`src/rtl/watch_pkg.sv`:
```
package watch_pkg;
  typedef enum logic [2:0] {
    CAUSE_NONE = 3'd0,
    CAUSE_RD   = 3'd1,
    CAUSE_WR   = 3'd2,
    CAUSE_PC   = 3'd3,
    CAUSE_COND = 3'd4
  } cause_e;

  localparam logic [1:0] KIND_CODE  = 2'd0;
  localparam logic [1:0] KIND_DATA  = 2'd1;
  localparam logic [1:0] KIND_GHOST = 2'd2;

  localparam logic [1:0] TBL_RD = 2'd0;
  localparam logic [1:0] TBL_WR = 2'd1;
  localparam logic [1:0] TBL_PC = 2'd2;
endpackage

```
`src/rtl/addr_cam.sv`:
```
module addr_cam #(
  parameter int ADDR_W = 16,
  parameter int N_ENT  = 4,
  localparam int IDX_W = (N_ENT > 1) ? $clog2(N_ENT) : 1
) (
  input  logic              clk,
  input  logic              rst_n,
  input  logic              wr_en,
  input  logic [IDX_W-1:0]  wr_idx,
  input  logic [ADDR_W-1:0] wr_addr,
  input  logic              wr_valid,
  input  logic [ADDR_W-1:0] look_addr,
  output logic              hit
);
  logic [N_ENT-1:0] ent_hit;

  for (genvar e = 0; e < N_ENT; e++) begin : g_ent
    logic [ADDR_W-1:0] addr_q, addr_d;
    logic              vld_q, vld_d;
    logic              sel;

    always_comb begin
      sel    = wr_en && (wr_idx == IDX_W'(e));
      addr_d = sel ? wr_addr  : addr_q;
      vld_d  = sel ? wr_valid : vld_q;
    end

    always_ff @(posedge clk or negedge rst_n) begin
      if (!rst_n) begin
        addr_q <= '0;
        vld_q  <= 1'b0;
      end else if (sel) begin
        addr_q <= addr_d;
        vld_q  <= vld_d;
      end
    end

    assign ent_hit[e] = vld_q && (addr_q == look_addr);
  end

  assign hit = |ent_hit;
endmodule

```
`src/rtl/trap_latch.sv`:
```
module trap_latch #(
  parameter int ADDR_W = 16
) (
  input  logic              clk,
  input  logic              rst_n,
  input  logic              rd_set,
  input  logic              wr_set,
  input  logic [ADDR_W-1:0] acc_addr,
  input  logic              trap_clr,
  output logic              rd_pend,
  output logic              wr_pend,
  output logic [ADDR_W-1:0] rd_addr,
  output logic [ADDR_W-1:0] wr_addr
);
  logic              rd_pend_d, wr_pend_d;
  logic [ADDR_W-1:0] rd_addr_d, wr_addr_d;
  logic              rd_free, wr_free;

  always_comb begin
    rd_free   = !rd_pend || trap_clr;
    wr_free   = !wr_pend || trap_clr;
    rd_pend_d = (rd_pend && !trap_clr) || rd_set;
    wr_pend_d = (wr_pend && !trap_clr) || wr_set;
    rd_addr_d = (rd_set && rd_free) ? acc_addr : rd_addr;
    wr_addr_d = (wr_set && wr_free) ? acc_addr : wr_addr;
  end

  always_ff @(posedge clk or negedge rst_n) begin
    if (!rst_n) begin
      rd_pend <= 1'b0;
      wr_pend <= 1'b0;
      rd_addr <= '0;
      wr_addr <= '0;
    end else begin
      rd_pend <= rd_pend_d;
      wr_pend <= wr_pend_d;
      rd_addr <= rd_addr_d;
      wr_addr <= wr_addr_d;
    end
  end


  rd_set_marks_chk: assert property (@(posedge clk) disable iff (!rst_n)
    rd_set |=> rd_pend);

  rd_clear_chk: assert property (@(posedge clk) disable iff (!rst_n)
    trap_clr && !rd_set |=> !rd_pend);

  wr_clear_chk: assert property (@(posedge clk) disable iff (!rst_n)
    trap_clr && !wr_set |=> !wr_pend);
endmodule

```
`src/rtl/break_arbiter.sv`:
```
module break_arbiter
  import watch_pkg::*;
#(
  parameter int ADDR_W = 16,
  parameter int CYC_W  = 32
) (
  input  logic              clk,
  input  logic              rst_n,
  input  logic              insn_bound,
  input  logic [CYC_W-1:0]  cycle,
  input  logic [ADDR_W-1:0] pc,
  input  logic              rd_pend,
  input  logic              wr_pend,
  input  logic [ADDR_W-1:0] rd_addr,
  input  logic [ADDR_W-1:0] wr_addr,
  input  logic              pc_hit,
  input  logic              cond_fire,
  output logic              trap_clr,
  output logic              brk_pulse,
  output logic [2:0]        brk_cause,
  output logic [ADDR_W-1:0] brk_addr,
  output logic              brk_is_read
);
  logic [CYC_W-1:0]  last_q, last_d;
  logic              pulse_d, isrd_d, take, allow;
  cause_e            cause_d;
  logic [ADDR_W-1:0] addr_d;

  always_comb begin
    allow   = insn_bound && (cycle != last_q);
    cause_d = CAUSE_NONE;
    addr_d  = brk_addr;
    isrd_d  = brk_is_read;
    if (rd_pend) begin
      cause_d = CAUSE_RD;
      addr_d  = rd_addr;
      isrd_d  = 1'b1;
    end else if (wr_pend) begin
      cause_d = CAUSE_WR;
      addr_d  = wr_addr;
      isrd_d  = 1'b0;
    end else if (pc_hit) begin
      cause_d = CAUSE_PC;
      addr_d  = pc;
      isrd_d  = 1'b0;
    end else if (cond_fire) begin
      cause_d = CAUSE_COND;
      addr_d  = pc;
      isrd_d  = 1'b0;
    end
    take     = allow && (cause_d != CAUSE_NONE);
    trap_clr = allow && (rd_pend || wr_pend);
    pulse_d  = take;
    last_d   = take ? cycle : last_q;
  end

  always_ff @(posedge clk or negedge rst_n) begin
    if (!rst_n) begin
      brk_pulse <= 1'b0;
    end else begin
      brk_pulse <= pulse_d;
    end
  end

  always_ff @(posedge clk or negedge rst_n) begin
    if (!rst_n) begin
      last_q      <= '1;
      brk_cause   <= 3'd0;
      brk_addr    <= '0;
      brk_is_read <= 1'b0;
    end else if (take) begin
      last_q      <= last_d;
      brk_cause   <= cause_d;
      brk_addr    <= addr_d;
      brk_is_read <= isrd_d;
    end
  end


  pulse_after_bound_chk: assert property (@(posedge clk) disable iff (!rst_n)
    brk_pulse |-> $past(insn_bound));

  same_cycle_quiet_chk: assert property (@(posedge clk) disable iff (!rst_n)
    insn_bound && (cycle == last_q) |=> !brk_pulse);

  report_hold_chk: assert property (@(posedge clk) disable iff (!rst_n)
    !brk_pulse |-> ($stable(brk_cause) && $stable(brk_addr) && $stable(brk_is_read)));

  trap_first_chk: assert property (@(posedge clk) disable iff (!rst_n)
    allow && rd_pend |=> brk_pulse && (brk_cause == 3'd1));
endmodule

```
`src/rtl/bus_watch_monitor.sv`:
```
module bus_watch_monitor
  import watch_pkg::*;
#(
  parameter int ADDR_W = 16,
  parameter int CYC_W  = 32,
  parameter int N_ENT  = 4,
  parameter int N_COND = 4,
  localparam int IDX_W = (N_ENT > 1) ? $clog2(N_ENT) : 1
) (
  input  logic              clk,
  input  logic              rst_n,
  input  logic [ADDR_W-1:0] bus_addr,
  input  logic              bus_rd,
  input  logic              bus_wr,
  input  logic [1:0]        rd_kind,
  input  logic              ghost_en,
  input  logic              insn_bound,
  input  logic [ADDR_W-1:0] pc,
  input  logic [CYC_W-1:0]  cycle,
  input  logic              cfg_we,
  input  logic [1:0]        cfg_sel,
  input  logic [IDX_W-1:0]  cfg_idx,
  input  logic [ADDR_W-1:0] cfg_addr,
  input  logic              cfg_valid,
  input  logic [N_COND-1:0] cond_arm,
  input  logic [N_COND-1:0] cond_hit,
  output logic              brk_pulse,
  output logic [2:0]        brk_cause,
  output logic [ADDR_W-1:0] brk_addr,
  output logic              brk_is_read,
  output logic              step_sync
);
  localparam int N_TBL = 3;

  logic [N_TBL-1:0]  tbl_hit;
  logic [ADDR_W-1:0] tbl_look [N_TBL];
  logic              rd_set, wr_set, trap_clr, cond_fire;
  logic              rd_pend, wr_pend;
  logic [ADDR_W-1:0] rd_addr, wr_addr;

  assign tbl_look[0] = bus_addr;
  assign tbl_look[1] = bus_addr;
  assign tbl_look[2] = pc;

  for (genvar t = 0; t < N_TBL; t++) begin : g_tbl
    addr_cam #(.ADDR_W(ADDR_W), .N_ENT(N_ENT)) i_cam (
      .clk      (clk),
      .rst_n    (rst_n),
      .wr_en    (cfg_we && (cfg_sel == 2'(t))),
      .wr_idx   (cfg_idx),
      .wr_addr  (cfg_addr),
      .wr_valid (cfg_valid),
      .look_addr(tbl_look[t]),
      .hit      (tbl_hit[t])
    );
  end

  always_comb begin
    rd_set    = bus_rd && tbl_hit[TBL_RD] && ((rd_kind != KIND_GHOST) || ghost_en);
    wr_set    = bus_wr && tbl_hit[TBL_WR];
    cond_fire = |(cond_arm & cond_hit);
    step_sync = |cond_arm;
  end

  trap_latch #(.ADDR_W(ADDR_W)) i_latch (
    .clk     (clk),
    .rst_n   (rst_n),
    .rd_set  (rd_set),
    .wr_set  (wr_set),
    .acc_addr(bus_addr),
    .trap_clr(trap_clr),
    .rd_pend (rd_pend),
    .wr_pend (wr_pend),
    .rd_addr (rd_addr),
    .wr_addr (wr_addr)
  );

  break_arbiter #(.ADDR_W(ADDR_W), .CYC_W(CYC_W)) i_arb (
    .clk        (clk),
    .rst_n      (rst_n),
    .insn_bound (insn_bound),
    .cycle      (cycle),
    .pc         (pc),
    .rd_pend    (rd_pend),
    .wr_pend    (wr_pend),
    .rd_addr    (rd_addr),
    .wr_addr    (wr_addr),
    .pc_hit     (tbl_hit[TBL_PC]),
    .cond_fire  (cond_fire),
    .trap_clr   (trap_clr),
    .brk_pulse  (brk_pulse),
    .brk_cause  (brk_cause),
    .brk_addr   (brk_addr),
    .brk_is_read(brk_is_read)
  );


  ghost_ignored_chk: assert property (@(posedge clk) disable iff (!rst_n)
    bus_rd && !bus_wr && (rd_kind == KIND_GHOST) && !ghost_en && !rd_pend |=> !rd_pend);

  cfg_keeps_pend_chk: assert property (@(posedge clk) disable iff (!rst_n)
    cfg_we && rd_pend && !insn_bound |=> rd_pend);
endmodule

```
`config.mk`:
```
export PLATFORM = sky130hd
export DESIGN_NAME = bus_watch_monitor
export DESIGN_NICKNAME = d
export VERILOG_FILES = /design/src/rtl/watch_pkg.sv /design/src/rtl/addr_cam.sv /design/src/rtl/trap_latch.sv /design/src/rtl/break_arbiter.sv /design/src/rtl/bus_watch_monitor.sv
export SDC_FILE = /design/constraint.sdc
export NUM_CORES = 1
export LEC_CHECK = 0
export ABC_AREA = 1
export CORE_UTILIZATION = 53
export DETAILED_ROUTE_END_ITERATION = 12
export GPL_TIMING_DRIVEN = 0
export PLACE_DENSITY_LB_ADDON = 0.3
export SLEW_MARGIN = 20
export SYNTH_ARGS = -nofsm -noshare
export SYNTH_HDL_FRONTEND = slang
export SYNTH_SLANG_ARGS = --single-unit
```
`constraint.sdc`:
```
create_clock -name clk -period 1.6 [get_ports clk]
set_input_delay 0.24 -clock clk [delete_from_list [all_inputs] [get_ports clk]]
set_output_delay 0.24 -clock clk [all_outputs]
set_load 0.01 [all_outputs]
```
==> Word-level counts from Yosys, hierarchy flattened <==
Index checks and enable logic that the tools add are counted.
{ "totals": {"wordCells": 121, "inputBits": 102, "ff_bits": 291} }
{ "op_classes": {"n_bitwise": 1, "eq_ne": 19, "reduce_logical": 56, "n_mux": 12} }
{ "op_table": {"columns": ["op", "n"], "rows": [
  ["== test 16 bit", 12],
  ["two-way mux 16 bit", 4],
  ["logical AND 1 bit", 37],
  ["!= test 32 bit", 1],
  ["OR reduction 4 bit", 5],
  ["two-way mux 3 bit", 4],
  ["== test 2 bit (second input constant)", 3],
  ["logical OR 1 bit", 6],
  ["bitwise AND 4 bit", 1],
  ["== test 2 x 1 -> 1 bit (second input constant)", 2],
  ["zero test 2 bit", 2],
  ["two-way mux 1 bit", 4],
  ["nonzero test 4 bit", 1],
  ["zero test 1 bit", 3],
  ["nonzero test 3 bit", 1],
  ["!= test 2 bit (second input constant)", 1],
  ["AND reduction 2 bit", 1]
]} }

==> Depth between registers and ports, before layout <==
Gate-level depths: netlist (run 1).
{ "logic_depth": {"ltp_word": 9, "depth_mapped": 16} }

==> By module <==
A second synthesis (run 1) with hierarchy kept.
{ "unflattened": {"hier_cells": 2088, "hier_area_um2": 15262.1} }
{ "modules_own_cells": {"columns": ["mod", "area_each_um2", "instances", "seq_area_each_um2", "cells_each"], "rows": [
  ["addr_cam", 3557.2, 3, 1701.6, 507],
  ["break_arbiter", 3100.5, 1, 1366.3, 394],
  ["trap_latch", 1382.6, 1, 850.8, 147],
  ["bus_watch_monitor", 107.6, 1, 0.0, 26]
]} }

==> Worst setup path before layout (run 1) <==
No wires, ideal clock.
{ "synth_path": {"path_kind": "register -> register", "start": "register i_arb.last_q[25]", "end": "register i_latch.rd_addr[10]", "setup_slack_ns": -0.104, "setup_time_ns": 0.116, "n_path_buf": 1, "arrival_ns": 1.588, "path_stages_with_launch": 12, "required_time_ns": 1.484, "path_cell_list": "dfstp_2 -> xnor2_1 -> nand2_1 -> nor2_1 -> nand2_1 -> nor2_1 -> nand2_1 -> nand2_1 -> nand2_2 -> buf_2 -> nand3_1 -> nand2_1"} }
{ "synth_between": {"elab_chain_cells": 5} }
{ "synth_rtl": {"columns": ["item", "line", "rtl"], "rows": [
  ["start, declared", "break_arbiter.sv:24", "logic [CYC_W-1:0] last_q, last_d;"],
  ["start signal, assigned", "break_arbiter.sv:72", "last_q <= last_d;"],
  ["!= test 32 bit", "break_arbiter.sv:30", "allow = insn_bound && (cycle != last_q);"],
  ["logical AND 1 bit", "break_arbiter.sv:30", null],
  ["logical AND 1 bit", "break_arbiter.sv:52", "trap_clr = allow && (rd_pend || wr_pend);"],
  ["logical OR 1 bit", "trap_latch.sv:20", "rd_free = !rd_pend || trap_clr;"],
  ["logical AND 1 bit", "trap_latch.sv:24", "rd_addr_d = (rd_set && rd_free) ? acc_addr : rd_addr;"],
  ["end signal, assigned", "trap_latch.sv:37", "rd_addr <= rd_addr_d;"],
  ["end, declared", "trap_latch.sv:12", "output logic [ADDR_W-1:0] rd_addr,"]
]} }
Every way passes these cells.
A chain may end at the register's enable or synchronous reset.

==> Worst setup path in the final report (run 1) <==
{ "layout_path": {"start": "register i_arb.last_q[25]", "end": "register i_latch.wr_addr[12]"} }
{ "layout_between": {"elab_chain_cells": 5} }
{ "layout_rtl": {"columns": ["item", "line", "rtl"], "rows": [
  ["!= test 32 bit", "break_arbiter.sv:30", null],
  ["logical AND 1 bit", "break_arbiter.sv:30", null],
  ["logical AND 1 bit", "break_arbiter.sv:52", null],
  ["logical OR 1 bit", "trap_latch.sv:21", "wr_free = !wr_pend || trap_clr;"],
  ["logical AND 1 bit", "trap_latch.sv:25", "wr_addr_d = (wr_set && wr_free) ? acc_addr : wr_addr;"],
  ["end signal, assigned", "trap_latch.sv:38", "wr_addr <= wr_addr_d;"],
  ["end, declared", "trap_latch.sv:13", "output logic [ADDR_W-1:0] wr_addr"]
]} }
Every way passes these cells.

==> run metrics, run 1 <==
largest family of logic cells by synthesized area simple AND/OR/NAND/NOR gates; Placed Cells 2354; post-synthesis simple-gate area fraction 26.66%; leak pwr 8.703 nW; Period minus WS final 1.961 ns; Post-synth top cells nand2_1, o21ai_0, dfrtp_1; Multi-input gate area 6543 µm²; CP Capture Type register; adder-cell share of the synthesized area 0%; io pins 124; post-synthesis mux area share 0%; met1 wire length 17640 µm; Gate power share 18.5%; CTS H-tree depth 1; post-route insts no fill 2426; critical path's top delay family simple AND/OR/NAND/NOR gates; Num Clock Sinks 291; Clk pin slew, worst setup/hold paths 0.06 ns; post-synthesis cell count 1904; register area share after synthesis 50.26%; Post-DP HPWL 29890 µm; Slew Limit Fails 0; DRT iter0 DRCs 1466; outcome finished with violations; RSZ-0062 raised after global routing yes; WL final 45170 µm; Mean Syn Cell Area 7.652 µm²; synthesis-stage register bit count 291; Buf/Inv on CP 1; yosys warns 0; DR DRC count 0; Worst-Skew Late Latency 0.56 ns; Post-Syn Area 14570 µm²; Slowest cell on crit path dfstp_2; fillcell total 2240; vias in the first global route 12910; post-synthesis xor/xnor area fraction 5.350%; Net Sw Frac 28.84%; most numerous cell in the Yosys netlist nand2_1; Least-Margin Pin Slew 1.015 ns; clock tree root driver cell clkbuf_16; met3 wire length 4462 µm; deepest clock path buffer count 3; crit path DAT 2.45 ns; antenna-violating nets left 0; clock share of power 35.8%; slowest stage delay, CP 0.56 ns; Cell Rows 60; peak supply drop 863.9 µV; CTS tree yes; Slew Limit Headroom 32.35%; Starting Density 54.06%; post-synth top area share 44.49%; type of the most critical hold path in2reg; worst path required time 2.09 ns; Die H 167.8 µm; crit-path max FO 7; DRT Pass-1 Iters 5; Layout Nets 2164; crit path kind reg2reg; Post-Route Skew 0.008207 ns; Max Used Layer met4; wire length on met2 20860 µm; n_diodes 0; Final Hold Viols 0; CP cell instances xnor2_2, nand2_1, nor2_2, nand2_1, nor2_1, nand2_1, nand2_4, nand2_8, nand3_4, buf_6, nand2_2, nand2_1; Most used DFF post-synth dfrtp_1; initial antenna violation count 1; Fmax 510.0 MHz; routed len/inst 18.62 µm; Port Buffers 106; CP startpoint kind register; NetSw 6.065 mW; placer congestion estimate 0.9206; vias per cell 5.549; most frequent CP cell nand2_1; Final period util 122.6%; pin count of the biggest net entering global routing 101; share of cells above drive strength 1 11.65%; compound-cell area share of the yosys netlist 10.99%; reg2reg setup slack -0.36 ns; ys async rst share 100.0%; Synth area leaders dfrtp_1, nand2_1, o21ai_0, dfstp_2, xnor2_1; PwrDens 1185 nW/µm²; Die Wd 167.8 µm; global-route wire length before repair 70760 µm; Die ar. 28160 µm²; sequential fraction of design power 45.7%; Post-synth EDFFs 0; cell taking the most area after synthesis dfrtp_1; Register Area 7322 µm²; total grt overflow 0; Final WS setup -0.3609 ns; core area 26950 µm²; Int Power 14.96 mW; CTS Buf Count 30; Yosys cell types 36; syn nets 2006; MaxCap Viol Count 0; setup violators final 87; area grow syn2layout 21.76%; gr usage total 32.49%; Via Count 13460; Sum Neg Setup Slack -26.50 ns; failing checks negative setup slack
[cells in the final DEF (no fill, tap or decap), drive strengths merged, types with 4 or more instances in the layout]
master and n:
dfrtp 259, xor2 31, clkbuf 108, buf 55, nor2 120, nor3 9
clkinv 4, or2 6, xnor2 58, bufinv 4, o21ai 305, nand3 62
nand2 776, dfstp 32, inv 133, dlymetal6s2s 4, dlygate4sd2 25, nand3b 4
clkdlybuf4s50 74
[final cells by class]
cell class	instances	area share [%]
Tap cell	341	2.405
Inverter	133	2.828
Buffer	96	3.188
Sequential cell	291	41.28
Multi-Input combinational cell	1384	36.88
Timing Repair Buffer	126	7.328
Clock inverter	10	0.8605
Clock buffer	45	5.233
[final timing paths]
path | end | depth (start not counted) | start
worst min register to register | i_arb.last_q[8] | 2 | i_arb.last_q[8]
min in group asynchronous | i_arb.brk_addr[4] | 2 | rst_n
worst max-delay path | i_latch.wr_addr[12] | 12 | i_arb.last_q[25]
max in group asynchronous | i_latch.wr_addr[7] | 4 | rst_n
worst max register to register | i_latch.wr_addr[12] | 12 | i_arb.last_q[25]
worst min-delay path | i_latch.rd_addr[0] | 3 | bus_addr[0]
[tightest hold or removal path, stage by stage]
cell     delay [ns]
buf_4          0.18
nand3_2        0.09
nand2_1        0.04
[stage by stage]
step	area (µm²)	total power, mW	hold WS [ns]	setup WS (ns)	util [%]
6_report	17740	21.03	0.04803	-0.3609	65.82
5_1_grt	17740	22.05	0.03903	-0.4707	65.82
4_1_cts	17520	20.98	0.03084	-0.3092	65.00
3_5_place_dp	16170	13.44	0.1602	-1.150	60.00
3_3_place_gp	16080	13.24	0.4497	-12.04	59.67
2_1_floorplan	14590	11.99	-0.05559	-0.01919	-
[power by group through the flow]
stage	clock, mW	sequential, mW	combinational [mW]
4_1_cts	7.59	9.58	3.82
3_5_place_dp	0	9.69	3.75
6_report	7.53	9.62	3.88
2_1_floorplan	0	9.51	2.48
5_1_grt	7.89	9.76	4.40
3_3_place_gp	0	9.64	3.60
[per-layer routing]
metal / GRT usage [%] / vias up
met5: 0 / -
met2: 52.88 / 706
li1: - / 6271
met4: 14.96 / 0
met1: 42.41 / 6349
met3: 5.924 / 135
[cells by family after synthesis]
kind of cell / count (synthesis)
buffers and inverters: 230
and+or+nand+nor: 980
xor gates and xnor gates: 89
DFF: 291
AOI/OAI and AO/OA: 314
[flip-flops by register name (all words and copies together), names as in the netlist]
| signal | count |
|---|---|
| i_latch.rd_pend | 1 |
| i_latch.wr_addr | 16 |
| i_arb.brk_pulse | 1 |
| g_tbl.i_cam.g_ent.vld_q | 12 |
| i_arb.brk_addr | 16 |
| i_arb.brk_is_read | 1 |
| g_tbl.i_cam.g_ent.addr_q | 192 |
| i_arb.brk_cause | 3 |
| i_latch.rd_addr | 16 |
| i_latch.wr_pend | 1 |
| i_arb.last_q | 32 |
[timing repair]
| item | CTS | global route |
|---|---|---|
| endpoints found under the hold margin | 109 | 0 |
| pin swaps | 17 | 20 |
| gates cloned | 7 | 0 |
| endpoints found under the setup margin | 110 | 173 |
| buffers inserted | 9 | 2 |
| hold buffers | 1 | 0 |
| gates resized for setup | 88 | 81 |
Note: power is estimated with default switching activity, not from simulation.
==> run 2, diff against run 1 <==
--- a/config.mk
+++ b/config.mk
@@ -6,11 +6,12 @@
 export NUM_CORES = 1
 export LEC_CHECK = 0
 export ABC_AREA = 1
+export CAP_MARGIN = 20
 export CORE_UTILIZATION = 53
 export DETAILED_ROUTE_END_ITERATION = 12
 export GPL_TIMING_DRIVEN = 0
 export PLACE_DENSITY_LB_ADDON = 0.3
-export SLEW_MARGIN = 20
+export SLEW_MARGIN = 25
 export SYNTH_ARGS = -nofsm -noshare
 export SYNTH_HDL_FRONTEND = slang
 export SYNTH_SLANG_ARGS = --single-unit
==> run 2 against run 1 <==
The run still ends with negative setup slack left. Critical path depth unchanged. Sequential share of layout area increased by 0.36 points. Design area decreased by 0.85%. Sequential power about the same. Die area unchanged. Clock skew increased by 0.0074 ns. Sequential cell count unchanged. Largest power group unchanged. Highest routed layer unchanged.
==> run metrics, run 2 (synthesis results as in run 1) <==
clock tree root driver cell clkbuf_16; total grt overflow 0; Clk pin slew, worst setup/hold paths 0.06 ns; crit-path max FO 10; Final period util 118.6%; PwrDens 1172 nW/µm²; max reg flops 192; CP cell instances xnor2_1, nand2_1, nor2_2, nand2_1, nor2_2, nand2_2, nand2_8, a21oi_4, buf_12, buf_6, nand2_1, nand2_1; leak pwr 8.631 nW; type of the most critical hold path in2reg; outcome finished with violations; Buf/Inv on CP 2; crit path DAT 2.38 ns; Slowest cell on crit path dfstp_2; DR DRC count 0; initial antenna violation count 0; CP Capture Type register; CTS Buf Count 30; setup violators final 98; Worst-Skew Late Latency 0.56 ns; Slew Limit Fails 0; Num Clock Sinks 291; Pwr Total 20.62 mW; share of cells above drive strength 1 9.957%; fillcell total 2265; crit path kind reg2reg; Cell Rows 60; Die H 167.8 µm; Final WS setup -0.2980 ns; RSZ-0062 raised after global routing yes; placer congestion estimate 0.9206; Fmax 526.9 MHz; DRT iter0 DRCs 1437; critical path's top delay family simple AND/OR/NAND/NOR gates; Via Count 13440; core area 26950 µm²; CTS H-tree depth 1; io pins 124; DRT Pass-1 Iters 6; DP Worst Slack -1.080 ns; WL final 44940 µm; most frequent CP cell nand2_1; MaxCap Viol Count 0; most common cell after layout, fill and taps aside nand2_1; n_diodes 0; Starting Density 54.06%; peak supply drop 706.9 µV; Top Registers g_tbl.i_cam.g_ent.addr_q x192, i_arb.last_q x32; Slew Limit Headroom 28.95%; Die ar. 28160 µm²; deepest clock path buffer count 3; vias in the first global route 12990; Die Wd 167.8 µm; Port Buffers 106; gr usage total 32.41%; vias per cell 5.530; area grow syn2layout 20.72%; Register Area 7322 µm²; Final Hold Viols 0; CTS tree yes; Post-DP HPWL 29830 µm; Multi-input gate area 6452 µm²; worst path required time 2.08 ns; Least-Margin Pin Slew 1.066 ns; pin count of the biggest net entering global routing 95; CP startpoint kind register; failing checks negative setup slack; global-route wire length before repair 70640 µm; slowest stage delay, CP 0.54 ns; Period minus WS final 1.898 ns; Layout Nets 2167; Sum Neg Setup Slack -21.21 ns; antenna-violating nets left 0; Post-Route Skew 0.01565 ns; Most flops, register g_tbl.i_cam.g_ent.addr_q; most frequent cells in the layout nand2_1, o21ai_0, dfrtp_1; routed len/inst 18.49 µm
run 2: changes by cell type in the layout (fill, tap and decap cells not counted), moves of 3 or more:
cell	before	now
dlymetal6s2s_1	4	1
nand3_2	7	1
clkbuf_8	10	5
clkbuf_1	59	64
nand2_2	48	21
buf_4	11	16
nand3_1	52	59
nand2_1	721	747
clkinvlp_4	2	5
clkdlybuf4s50_1	74	77
run 2: worst paths after layout:
path	from	endpoint	depth (start not counted)	slack [ns]
max	i_arb.last_q[24]	i_arb.last_q[0]	12	-0.30
min	bus_addr[3]	i_latch.wr_addr[3]	3	0.05
max reg2reg	i_arb.last_q[24]	i_arb.last_q[0]	12	-0.30
min reg2reg	i_latch.wr_addr[6]	i_latch.wr_addr[6]	2	0.47
max in group asynchronous	rst_n	i_latch.wr_addr[10]	4	0.23
min in group asynchronous	rst_n	i_arb.brk_addr[15]	2	0.18
run 2: metrics by stage:
step / instances / area, µm² / hold slack, ns / utilization [%]
after global placement: 2351 / 16080 / 0.4497 / 59.67
after global routing: 2430 / 17590 / 0.05592 / 65.26
after CTS: 2430 / 17480 / 0.03588 / 64.85
final: 2430 / 17590 / 0.05215 / 65.26
after floorplan: 1904 / 14590 / -0.05559 / -
after detailed placement: 2354 / 16170 / 0.1604 / 60.00
run 2: where the power goes:
| part | leakage (nW) | switching (mW) | total, mW | internal [mW] |
|---|---|---|---|---|
| clock | 0.477 | 3.01 | 7.12 | 4.11 |
| sequential | 3.66 | 0.916 | 9.61 | 8.69 |
| combinational | 4.49 | 2.23 | 3.89 | 1.67 |
| total | 8.63 | 6.15 | 20.6 | 14.5 |
run 2: timing repair:
action / in CTS / in global routing
pin swaps: 13 / 18
resized for setup: 90 / 32
setup buffers: 11 / 1
cloned: 8 / 0
setup endpoints to repair: 109 / 148
hold buffers: 1 / 0
hold endpoints to repair: 91 / 0
run 2: layer usage:
| layer | up-vias | track usage, % | wire, µm |
|---|---|---|---|
| met2 | 635 | 52.92 | 20740 |
| met5 | - | 0 | 0 |
| li1 | 6283 | - | - |
| met3 | 130 | 5.548 | 4127 |
| met1 | 6389 | 42.04 | 17850 |
| met4 | 0 | 15.84 | 2224 |
run 2: worst reg2reg max path, delay by kind of cell (launching register included):
kind | cells | cell delay, ns
compound gates | 1 | 0.05
xor+xnor | 1 | 0.11
buf+inv | 2 | 0.29
flops | 1 | 0.54
simple gates | 8 | 0.82
run 2: area by class of cell:
cell class              count  share of cell area [%]
clock inverters            14                  0.7825
repair buffers            129                   7.534
inverters                 133                   2.853
multi-input cells        1384                   36.69
well taps                 341                   2.426
plain buffers              96                   3.159
clock buffers              42                   4.930
flip-flops and latches    291                   41.63
==> run 3, diff against run 2 <==
--- a/config.mk
+++ b/config.mk
@@ -7,7 +7,7 @@
 export LEC_CHECK = 0
 export ABC_AREA = 1
 export CAP_MARGIN = 20
-export CORE_UTILIZATION = 53
+export CORE_UTILIZATION = 58
 export DETAILED_ROUTE_END_ITERATION = 12
 export GPL_TIMING_DRIVEN = 0
 export PLACE_DENSITY_LB_ADDON = 0.3
==> constraint.sdc (replaced) <==
create_clock -name clk -period 1.95 [get_ports clk]
set_input_delay 0.2925 -clock clk [delete_from_list [all_inputs] [get_ports clk]]
set_output_delay 0.2925 -clock clk [all_outputs]
set_load 0.01 [all_outputs]
==> run 3 against run 2 <==
Fmax decreased by 6.5%. Via count up 1.4%. Worst setup slack improved by 0.22 ns. Design area increased by 0.32%. First-iteration DRC count grew 3.8%. Critical endpoint is now i_arb.brk_addr[5]. The flow still finishes with violations (negative setup slack). Global-route usage is 2.1 points higher. Largest power group unchanged.
==> run metrics, run 3 (synthesis results as in run 1) <==
outcome finished with violations; max reg flops 192; CP startpoint kind register; core area 24460 µm²; Slowest cell on crit path dfstp_2; Fmax 492.8 MHz; deepest clock path buffer count 3; Via Count 13620; Slew Limit Fails 0; DR DRC count 0; Top Registers g_tbl.i_cam.g_ent.addr_q x192, i_arb.last_q x32; CP cell instances xnor2_1, nand2_1, nor2_1, nand2_1, nor2_2, nand2_2, nand2_8, a21oi_4, buf_12, buf_8, nand2_2, nand2_1; R2R depth 12; Die ar. 25760 µm²; worst hold path stage count 3; n_diodes 0; gr usage total 34.50%; Die H 160.5 µm; pin count of the biggest net entering global routing 88; vias in the first global route 12730; CTS Buf Count 30; placer congestion estimate 0.9202; most frequent cells in the layout nand2_1, o21ai_0, dfrtp_1; antenna-violating nets left 0; Placed Cells 2337; leak pwr 8.636 nW; Period minus WS final 2.029 ns; Worst-Skew Late Latency 0.57 ns; Final Hold Viols 0; Layout Nets 2172; failing checks negative setup slack; Post-Route Skew 0.01248 ns; initial antenna violation count 0; post-route insts no fill 2416; Num Clock Sinks 291; PwrDens 950.9 nW/µm²; WL final 45310 µm; global-route wire length before repair 68840 µm; Post-DP HPWL 29470 µm; crit-path max FO 5; MaxCap Viol Count 0; share of cells above drive strength 1 10.61%; most frequent CP cell nand2_1; Starting Density 59.56%; worst-case hold slack 0.09395 ns; Port Buffers 106; clock tree root driver cell clkbuf_16; Clk pin slew, worst setup/hold paths 0.06 ns; Least-Margin Pin Slew 1.031 ns; CTS tree yes; total grt overflow 0; CTS H-tree depth 1; Cell Rows 57; DRT Pass-1 Iters 8; RSZ-0062 raised after global routing yes; vias per cell 5.639; Most flops, register g_tbl.i_cam.g_ent.addr_q; setup violators final 17; peak supply drop 574.6 µV; CP Capture Type register; slowest stage delay, CP 0.54 ns; Final period util 104.1%; Final WS setup -0.07909 ns; io pins 124; area grow syn2layout 21.11%; worst path required time 2.39 ns; type of the most critical hold path in2reg; routed len/inst 18.75 µm; Slew Limit Headroom 31.29%; most common cell after layout, fill and taps aside nand2_1; crit path kind reg2reg; Die Wd 160.5 µm; DRT iter0 DRCs 1492; crit path DAT 2.47 ns
==> run 3: cell count changes in the layout (fill, tap and decap cells not counted), moves of 3 or more <==
cell             previous run  this run
buf_6                      30        19
clkbuf_1                   64        68
clkinvlp_4                  5         0
buf_4                      16        25
dlymetal6s2s_1              1         5
clkbuf_8                    5         8
buf_8                       1         5
dlygate4sd2_1              25         4
nand2_1                   747       735
clkbuf_16                  31        34
nand2_2                    21        33
clkdlybuf4s50_1            77        94
==> run 3: final cells by class <==
class	instances	area, µm²
clock inverters	6	33.78
repair buffers	134	1415
clock buffers	48	919.6
plain buffers	96	569.3
fillers	1793	6818
inverters	133	501.7
flip-flops and latches	291	7322
multi-input cells	1384	6477
well taps	324	405.4
==> run 3: per-layer routing <==
metal	global-route usage, %	share of wire, %	vias to the layer above
li1	-	-	6288
met2	54.94	46	786
met4	16.02	5.6	0
met5	0	0	-
met1	45.05	38	6373
met3	7.696	11	176
==> run 3: path summary, 6_finish.rpt <==
check,end,from,slack (ns)
setup / recovery,i_arb.brk_addr[5],i_arb.last_q[0],-0.08
hold / removal,i_latch.wr_addr[0],bus_addr[0],0.09
setup reg to reg,i_arb.brk_addr[5],i_arb.last_q[0],-0.08
hold reg to reg,i_latch.wr_addr[12],i_latch.wr_addr[12],0.47
max in group asynchronous,g_tbl[2].i_cam.g_ent[2].addr_q[11],rst_n,0.58
min in group asynchronous,i_arb.brk_addr[5],rst_n,0.25
==> run 3: repair_timing <==
action | CTS | global route
pin swaps | 0 | 22
hold buffers | 1 | 0
setup buffers | 0 | 16
gates resized for setup | 24 | 93
setup endpoints to repair | 87 | 75
cloned | 0 | 9
endpoints found under the hold margin | 54 | 0
==> run 3: through the flow <==
stage                     setup slack, ns  utilization [%]  setup TNS, ns  power (mW)  cell area, µm²
after floorplan                    0.2456                -              0       9.836           14570
after global placement             -11.64            65.55       -3317.40       10.84           16040
after detailed placement          -0.7464            65.91         -68.81       11.01           16120
after CTS                        -0.01651            70.00        -0.1050       16.58           17120
after global routing              -0.1380            72.13         -5.563       17.55           17640
final                            -0.07909            72.13        -0.3374       16.78           17640
==> run 3: critical path: cells and delay by family (launching register included) <==
kind	cells	cell delay, ns
buffers and inverters	2	0.29
flip-flops	1	0.54
XOR/XNOR	1	0.12
AND/OR/NAND/NOR	8	0.89
AO/OA/AOI/OAI	1	0.07
==> run 3: where the power goes <==
| part | internal (mW) | total, mW | switching (mW) |
|---|---|---|---|
| registers | 7.13 | 7.90 | 0.768 |
| logic | 1.41 | 3.26 | 1.84 |
| clock network | 3.20 | 5.62 | 2.42 |
| total | 11.8 | 16.8 | 5.03 |
